<file path="src/rtl/iofd_pkg.sv">
package iofd_pkg;

   // Control word bit positions decoded by the forwarding logic
   localparam int unsigned ISA_BIT   = 2;
   localparam int unsigned VGA_BIT   = 3;
   localparam int unsigned VGA16_BIT = 4;
   localparam int unsigned SBR_BIT   = 6;

   // Low ten bits of the legacy VGA I/O ranges
   localparam int unsigned VGA_NRANGE = 2;
   localparam int unsigned VGA_LO [VGA_NRANGE] = '{10'h3B0, 10'h3C0};
   localparam int unsigned VGA_HI [VGA_NRANGE] = '{10'h3BB, 10'h3DF};

   // Alias span for legacy decodes (address bits below this are compared)
   localparam int unsigned ALIAS_BITS = 10;

   function automatic logic [15:0] rw_mask16();
      logic [15:0] m;
      m = '0;
      m[ISA_BIT]   = 1'b1;
      m[VGA_BIT]   = 1'b1;
      m[VGA16_BIT] = 1'b1;
      m[SBR_BIT]   = 1'b1;
      return m;
   endfunction

endpackage

</file>
<file path="src/rtl/iofd_ctl_reg.sv">
module iofd_ctl_reg
   import iofd_pkg::*;
#(
   parameter int unsigned REG_W = 16
) (
   input  logic               clk,
   input  logic               rst_n,
   input  logic               wr_en,
   input  logic [REG_W/8-1:0] be,
   input  logic [REG_W-1:0]   wdata,
   output logic [REG_W-1:0]   rdata
);
   localparam int unsigned     NLANE   = REG_W / 8;
   localparam logic [15:0]     MASK16  = rw_mask16();
   localparam logic [REG_W-1:0] RW_MASK = REG_W'(MASK16);

   generate
      if ((REG_W % 8) != 0 || REG_W < 8) begin : g_bad_width
         $error("iofd_ctl_reg: REG_W must be a multiple of 8 and at least 8");
      end
   endgenerate

   logic [REG_W-1:0] ctl_q;

   always_ff @(posedge clk or negedge rst_n) begin
      if (!rst_n) begin
         ctl_q <= '0;
      end else if (wr_en) begin
         for (int l = 0; l < NLANE; l++) begin
            if (be[l]) begin
               ctl_q[l*8 +: 8] <= wdata[l*8 +: 8] & RW_MASK[l*8 +: 8];
            end
         end
      end
   end

   assign rdata = ctl_q;

   // without a write strobe the control word holds
   a_r3_hold_idle: assert property (@(posedge clk) disable iff (!rst_n)
      !wr_en |=> $stable(rdata));

   // read-only bits stay zero after every write
   a_r2_ro_after_write: assert property (@(posedge clk) disable iff (!rst_n)
      wr_en |=> ((rdata & ~RW_MASK) == '0));

endmodule

</file>
<file path="src/rtl/iofd_window.sv">
module iofd_window #(
   parameter int unsigned ADDR_W = 16
) (
   input  logic [ADDR_W-1:0] addr,
   input  logic [ADDR_W-1:0] base,
   input  logic [ADDR_W-1:0] limit,
   output logic              in_win
);
   logic ge_base;
   logic le_limit;

   always_comb begin
      ge_base  = (addr >= base);
      le_limit = (addr <= limit);
      in_win   = ge_base && le_limit;
   end

endmodule

</file>
<file path="src/rtl/iofd_vga_match.sv">
module iofd_vga_match
   import iofd_pkg::*;
#(
   parameter int unsigned ADDR_W = 16
) (
   input  logic [ADDR_W-1:0] addr,
   input  logic              vga_en,
   input  logic              full_dec,
   output logic              hit
);
   localparam int unsigned UPPER_W = ADDR_W - ALIAS_BITS;

   generate
      if (ADDR_W <= ALIAS_BITS) begin : g_bad_addr
         $error("iofd_vga_match: ADDR_W must exceed the alias span");
      end
   endgenerate

   logic [ALIAS_BITS-1:0] low;
   logic [UPPER_W-1:0]    upper;
   logic [VGA_NRANGE-1:0] range_hit;
   logic                  upper_ok;

   assign low   = addr[ALIAS_BITS-1:0];
   assign upper = addr[ADDR_W-1:ALIAS_BITS];

   generate
      for (genvar r = 0; r < VGA_NRANGE; r++) begin : g_range
         localparam logic [ALIAS_BITS-1:0] LO = ALIAS_BITS'(VGA_LO[r]);
         localparam logic [ALIAS_BITS-1:0] HI = ALIAS_BITS'(VGA_HI[r]);
         assign range_hit[r] = (low >= LO) && (low <= HI);
      end
   endgenerate

   always_comb begin
      upper_ok = !full_dec || (upper == '0);
      hit      = vga_en && upper_ok && (|range_hit);
   end

endmodule

</file>
<file path="src/rtl/io_fwd_decoder.sv">
module io_fwd_decoder
   import iofd_pkg::*;
#(
   parameter int unsigned ADDR_W = 16,
   parameter int unsigned REG_W  = 16
) (
   input  logic               clk,
   input  logic               rst_n,
   input  logic               reg_wr_en,
   input  logic [REG_W/8-1:0] reg_be,
   input  logic [REG_W-1:0]   reg_wdata,
   output logic [REG_W-1:0]   reg_rdata,
   input  logic [ADDR_W-1:0]  io_base,
   input  logic [ADDR_W-1:0]  io_limit,
   input  logic               req_valid,
   input  logic [ADDR_W-1:0]  req_addr,
   output logic               fwd_valid,
   output logic               fwd_hit,
   output logic               hot_reset_req
);
   localparam int unsigned HOLE_LSB = ALIAS_BITS - 2;

   generate
      if (REG_W <= SBR_BIT) begin : g_bad_reg
         $error("io_fwd_decoder: REG_W too small for the control bits");
      end
   endgenerate

   logic [REG_W-1:0] ctl;
   logic             win_hit;
   logic             vga_hit;
   logic             isa_hole;
   logic             fwd_d;
   logic             valid_q;
   logic             hit_q;

   iofd_ctl_reg #(.REG_W(REG_W)) i_ctl (
      .clk   (clk),
      .rst_n (rst_n),
      .wr_en (reg_wr_en),
      .be    (reg_be),
      .wdata (reg_wdata),
      .rdata (ctl)
   );

   iofd_window #(.ADDR_W(ADDR_W)) i_win (
      .addr   (req_addr),
      .base   (io_base),
      .limit  (io_limit),
      .in_win (win_hit)
   );

   iofd_vga_match #(.ADDR_W(ADDR_W)) i_vga (
      .addr     (req_addr),
      .vga_en   (ctl[VGA_BIT]),
      .full_dec (ctl[VGA16_BIT]),
      .hit      (vga_hit)
   );

   always_comb begin
      isa_hole = ctl[ISA_BIT] && (req_addr[ALIAS_BITS-1:HOLE_LSB] != 2'b00);
      fwd_d    = (win_hit && !isa_hole) || vga_hit;
   end

   always_ff @(posedge clk or negedge rst_n) begin
      if (!rst_n) begin
         valid_q <= 1'b0;
         hit_q   <= 1'b0;
      end else begin
         valid_q <= req_valid;
         hit_q   <= req_valid && fwd_d;
      end
   end

   assign reg_rdata     = ctl;
   assign fwd_valid     = valid_q;
   assign fwd_hit       = hit_q;
   assign hot_reset_req = ctl[SBR_BIT];

   a_r11_valid_follows: assert property (@(posedge clk) disable iff (!rst_n)
      req_valid |=> fwd_valid);

   a_r11_idle_quiet: assert property (@(posedge clk) disable iff (!rst_n)
      !req_valid |=> (!fwd_valid && !fwd_hit));

   a_r10_hot_reset: assert property (@(posedge clk) disable iff (!rst_n)
      hot_reset_req == reg_rdata[SBR_BIT]);

   a_r6_outside_blocked: assert property (@(posedge clk) disable iff (!rst_n)
      (req_valid && !win_hit && !vga_hit) |=> !fwd_hit);

   a_r5_hole_blocked: assert property (@(posedge clk) disable iff (!rst_n)
      (req_valid && reg_rdata[ISA_BIT] && req_addr[9:8] != 2'b00 && !vga_hit)
      |=> !fwd_hit);

   a_r7_vga_claims: assert property (@(posedge clk) disable iff (!rst_n)
      (req_valid && vga_hit) |=> fwd_hit);

endmodule

</file>
<file path="config.mk">
export PLATFORM = sky130hd
export DESIGN_NAME = io_fwd_decoder
export DESIGN_NICKNAME = d
export VERILOG_FILES = /design/src/rtl/iofd_pkg.sv /design/src/rtl/iofd_ctl_reg.sv /design/src/rtl/iofd_window.sv /design/src/rtl/iofd_vga_match.sv /design/src/rtl/io_fwd_decoder.sv
export SDC_FILE = /design/constraint.sdc
export NUM_CORES = 1
export LEC_CHECK = 0
export BUFFER_PORTS_ARGS = -buffer_cell sky130_fd_sc_hd__buf_2
export CAP_MARGIN = 15
export CORE_ASPECT_RATIO = 2
export CORE_UTILIZATION = 41
export DETAILED_ROUTE_END_ITERATION = 16
export GPL_TIMING_DRIVEN = 1
export PLACE_DENSITY = 0.81
export SLEW_MARGIN = 5
export SYNTH_ARGS = -nofsm -noshare
export SYNTH_HDL_FRONTEND = slang
export SYNTH_SLANG_ARGS = --single-unit
</file>
<file path="constraint.sdc">
create_clock -name clk -period 1.1 [get_ports clk]
set_clock_uncertainty 0.1 [all_clocks]
set_input_delay 0.11 -clock clk [delete_from_list [all_inputs] [get_ports clk]]
set_output_delay 0.11 -clock clk [all_outputs]
set_load 0.03 [all_outputs]
</file>
* Yosys cells after proc, flatten, opt, wreduce, memory -nomap -nowiden
Index checks and enable logic that the tools add are counted.
** Word-level totals
- Flip-flop bits (word level) :: 6
- Latch bits :: 0
- Memory bits (writable) :: 0
- Bits in read-only memories :: 0
- Input bits :: 70
- Output and inout bits :: 19
- Word-level logic and storage cells :: 25
- Memories :: 0
** Cells by class
- Add/subtract/negate cells :: 0
- $mul :: 0
- Div/mod/pow operators :: 0
- Magnitude comparators :: 6
- Equality and inequality tests :: 0
- Shift-type cells :: 0
- Mux-type cells :: 0
- Bitwise gates (word level) :: 0
- Reduce and logical (&&, ||, !) cells :: 16
** Operators by type and width (count)
- $ge A10 B10 Y1 const B :: 2
- $le A10 B10 Y1 const B :: 2
- $ge A16 B16 Y1 :: 1
- $le A16 B16 Y1 :: 1
- $logic_and A1 B1 Y1 :: 8
- $logic_not A6 Y1 :: 1
- $logic_not A1 Y1 :: 2
- $logic_or A1 B1 Y1 :: 2
- $reduce_and A2 Y1 :: 1
- $reduce_bool A2 Y1 :: 1
- $reduce_or A2 Y1 :: 1

* Longest topological paths before layout
- Depth after elaboration :: 6
- Depth in mapped cells :: 8
- Gate-level depth less buffers :: 8

* By module
Synthesis repeated with hierarchy kept, for this count alone.
** Unflattened totals
- Cells, all modules :: 147
- Area total of the unflattened synthesis :: 1194.9 sq um
** Modules (own cells, without submodules)
- iofd_window :: times used 1, cells an instance 110, area each 807.0 sq um
- iofd_ctl_reg :: times used 1, cells an instance 22, area each 260.2 sq um
- io_fwd_decoder :: times used 1, cells an instance 7, area each 78.8 sq um
- iofd_vga_match :: times used 1, cells an instance 8, area each 48.8 sq um

* Least setup slack after synthesis
Ideal clock, no wire load.
- Path type :: input -> register
- Start :: input port req_addr[0]
- End :: register hit_q (netlist: fwd_hit)
- Library setup time :: 128 ps
- Arrival time :: 1281 ps
- Required time :: 872 ps
- Setup slack :: -409 ps
- Stages on the path :: 8
- Buffers on the path :: 0
- Cell sequence :: inv_1 > ha_1 > nand2b_1 > a211o_1 > a21oi_1 > o31ai_1 > o211ai_2 > o22ai_2
** Between the ends
- Cells in the longest elaborated chain, start to end :: 6
** RTL lines
- from (decl) :: RTL line io_fwd_decoder.sv:16 : input logic [ADDR_W-1:0] req_addr,
- $ge A10 B10 Y1 or $le A10 B10 Y1 (tied branches) :: RTL line iofd_vga_match.sv:31 : assign range_hit[r] = (low >= LO) && (low <= HI);
- $logic_and A1 B1 Y1 :: RTL line iofd_vga_match.sv:31
- $reduce_or A2 Y1 :: RTL line iofd_vga_match.sv:37 : hit = vga_en && upper_ok && (|range_hit);
- $logic_and A1 B1 Y1 :: RTL line iofd_vga_match.sv:37
- $logic_or A1 B1 Y1 * :: RTL line io_fwd_decoder.sv:62 : fwd_d = (win_hit && !isa_hole) || vga_hit;
- $logic_and A1 B1 Y1 * :: RTL line io_fwd_decoder.sv:71 : hit_q <= req_valid && fwd_d;
- to (signal assigned) :: RTL line io_fwd_decoder.sv:71
- to (decl) :: RTL line io_fwd_decoder.sv:35 : logic hit_q;
Mark *: on every way between the ends. The rest lies on a longest branch, timed or not.
A chain may end at the register's enable or synchronous reset.

* Worst setup path in the final report
- Start :: input port req_addr[10]
- End :: register hit_q (netlist: fwd_hit)
** Between the ends
- Cells in the longest elaborated chain, start to end :: 6
** RTL lines (RTL line)
- branches (longest 4 deep; another with $ge A16 B16 Y1)
- $logic_or A1 B1 Y1 * :: io_fwd_decoder.sv:62
- $logic_and A1 B1 Y1 * :: io_fwd_decoder.sv:71
Every way passes the cells marked *.

==> flow_metrics.env <==
export IMPL_holdPathStages=2
export IMPL_yosysWarnings=0
export IMPL_io_buffers=63
export IMPL_end_kind="flop"
export IMPL_worstReg2RegEnd="fwd_hit$_DFF_PN0_"
export IMPL_first_iter_violations=16
export IMPL_drcViolationCount=0
export IMPL_synth_edf_count=0
export IMPL_placed_area_um2=1580
export IMPL_synth_top_area_cell="ha_1"
export IMPL_rr_worst_depth=3
export IMPL_swShare_pct=38.4
export IMPL_start_util_pct=43.3
export IMPL_tns_ps=-325
export IMPL_period_needed_ps=1430
export IMPL_h_tree_depth=1
export IMPL_row_count=27
export IMPL_peakVddDrop_mv=0.296
export IMPL_hpwl_mm=2.65
export IMPL_clk_pin_slew_ps=40
export IMPL_slowest_stage="ha_1"
export IMPL_insertion_delay_ps=230
export IMPL_crit_chain="buf_2 > ha_1 > a21oi_2 > nand2_1 > a221oi_2 > nor2_1 > o211ai_2 > o22ai_2"
export IMPL_pwr_density_cell_nw_per_um2=750
export IMPL_ios=89
export IMPL_synth_area_um2=1180
export IMPL_use_met2_pct=43.2
export IMPL_maxSlewViolCount=0
export IMPL_hold_viol_final=0
export IMPL_min_delay_start="reg_wdata[2]"
export IMPL_grt_pass1_wl_mm=4.69
export IMPL_use_met3_pct=1.98
export IMPL_dp_slack_ps=-670
export IMPL_power_share_clock_pct=26.3
export IMPL_drt_wl_total_mm=3.01
export IMPL_synth_main_ff_cell="dfrtp_1"
export IMPL_drtPass1Iterations=4
export IMPL_wl_per_cell_um=11.7
export IMPL_clock_fmax_mhz=702
export IMPL_clock_sinks=6
export IMPL_power_switching_w=0.000491
export IMPL_yosysSeqAreaShare_pct=12.7
export IMPL_rsz0062_at_grt="true"
export IMPL_drive_gt1_share_pct=44.3
export IMPL_reg2reg_from="i_ctl.rdata[2]$_DFFE_PN0P_"
export IMPL_crit_type="input port to flop"
export IMPL_violations="negative setup slack"
export IMPL_fp_dieArea_um2=3120
export IMPL_chipWidth_um=40.0
export IMPL_ant_nets=0
export IMPL_grt_max_degree=7
export IMPL_finalCritPeriodShare_pct=130
export IMPL_grt_util_met1_pct=16.7
export IMPL_globalRouteOverflowTotal=0
export IMPL_num_antenna_cells=0
export IMPL_status="finished with violations"
export IMPL_hold_end="i_ctl.rdata[2]$_DFFE_PN0P_"
export IMPL_synth_cell_types=31
export IMPL_area_growth_pct=44.0
export IMPL_finalSetupViolations=1
export IMPL_num_vias=1292
export IMPL_worstPathMaxFanout=3
export IMPL_worst_r2r_setup_slack_ps=100
export IMPL_critPathMaxStageDelay_ps=320
export IMPL_grt_busiest_layer="met2"
export IMPL_syn_inst=149
export IMPL_grt_use_total_pct=20.7
export IMPL_critical_path_arrival_ps=1430
export IMPL_final_area_um2=1710
export IMPL_async_flop_share_pct=100
export IMPL_p_leak_nw=1.01
export IMPL_coreArea_um2=2740
export IMPL_place_congestion=0.748
export IMPL_avgSynthCellArea_um2=7.95
export IMPL_cp_required_ps=1110
export IMPL_antenna_found_initial=0
export IMPL_power_frac_comb_pct=53.0
export IMPL_viasPerCell=5.03
export IMPL_num_fill_cells=252
export IMPL_clockBufferDepth=2
export IMPL_seqPwrFrac_pct=20.7
export IMPL_die_y_um=78.0
export IMPL_root_buffer="clkbuf_8"
export IMPL_holdWs_ps=14.4
export IMPL_ys_ff_latch=6
export IMPL_worstSetupStartpointType="input port"
export IMPL_final_common_cell="buf_2"
export IMPL_postLayoutSetupSlackWorst_ps=-325
export IMPL_numCtsBuffers=3
export IMPL_yosysTopAreaCellShare_pct=33.8
export IMPL_final_util_pct=62.4
export IMPL_cap_violations=0
export IMPL_grt_pass1_vias=1260
export IMPL_cts_tree="yes"
export IMPL_nNetsFinal=332
export IMPL_internal_power_w=0.000789
export IMPL_post_cts_repair_setup_buffers=0
export IMPL_hold_class="input port to flop"
export IMPL_final_cell_mix="63 x buf_2, 33 x inv_1, 29 x ha_1, 15 x buf_4, 12 x conb_1"
export IMPL_ys_top_cells_by_area="ha_1 34%, dfrtp_1 13%, inv_1 10%"
==> cells by family (layout without fill, tap and decap cells) <==
logic type	Yosys count	after routing	synth area share, %
other cells	1	12	0.316
mux	4	4	3.80
flops	6	6	12.7
simple gates	31	31	13.7
buf+inv	48	116	20.0
fa+ha+maj	32	32	33.8
compound gates	27	27	15.7
==> layer usage <==
metal | vias to the layer above | wire (um)
li1 | 647 | -
met1 | 585 | 958
met2 | 55 | 1860
met3 | 5 | 161
met4 | 0 | 32
met5 | - | 0
==> area by class of cell <==
| cell class | count | area, um^2 | share of cell area (%) |
|---|---|---|---|
| Multi-Input combinational cell | 106 | 907 | 53.2 |
| Inverter | 33 | 124 | 7.26 |
| Tap cell | 29 | 36.3 | 2.13 |
| Clock buffer | 3 | 41.3 | 2.42 |
| Timing Repair Buffer | 80 | 448 | 26.2 |
| Sequential cell | 6 | 150 | 8.80 |
==> cells in the mapped netlist, types with 2 or more instances <==
library cell / number
nor3_1: 2
nand4_1: 6
a21oi_1: 12
a221oi_1: 2
dfrtp_1: 6
nor2_1: 3
inv_1: 33
o21ai_0: 3
nand3_1: 3
nand2_1: 10
buf_4: 15
mux2_2: 4
ha_1: 32
==> repair_timing <==
action                                  CTS  global route
pin swaps                                 0             1
hold buffers                              2             0
hold endpoints to repair                  7             0
endpoints found under the setup margin    1             1
gates cloned                              0             0
gates resized for setup                   5             8
==> power by group through the flow <==
stage | registers (W) | clock network, W | logic, W
final | 0.000266 | 0.000337 | 0.000678
after floorplan | 0.000297 | 0 | 0.000391
after detailed placement | 0.000269 | 0 | 0.000628
after CTS | 0.000266 | 0.000336 | 0.000654
after global routing | 0.000271 | 0.000344 | 0.000756
after global placement | 0.000266 | 0 | 0.000610
==> state kept, by name, indices dropped and copies added, names as in the netlist <==
register,flops
i_ctl.rdata,4
fwd_valid,1
fwd_hit,1
==> worst max-delay path by stage <==
stage / end / cells past startpoint / startpoint / slack (ps)
final: fwd_hit$_DFF_PN0_ / 8 / req_addr[10] / -330
after global routing: fwd_hit$_DFF_PN0_ / 8 / req_addr[10] / -410
after CTS: fwd_hit$_DFF_PN0_ / 9 / io_limit[10] / -350
after detailed placement: fwd_hit$_DFF_PN0_ / 8 / req_addr[1] / -670
after global placement: fwd_hit$_DFF_PN0_ / 8 / req_addr[1] / -600
after floorplan: fwd_hit$_DFF_PN0_ / 8 / req_addr[0] / -360
==> stage by stage <==
stage,instances,power [W]
CTS,257,0.00126
finish,257,0.00128
global route,257,0.00137
global placement,252,0.000876
detailed placement,252,0.000897
floorplan,160,0.000689
==> worst max-delay path: cells and delay by family <==
| family | cells | cell delay [ps] |
|---|---|---|
| AOI/OAI and AO/OA | 4 | 710 |
| and+or+nand+nor | 2 | 160 |
| buffers and inverters | 1 | 130 |
| adders and majority gates | 1 | 320 |
Power figures use the tool's default switching activity.
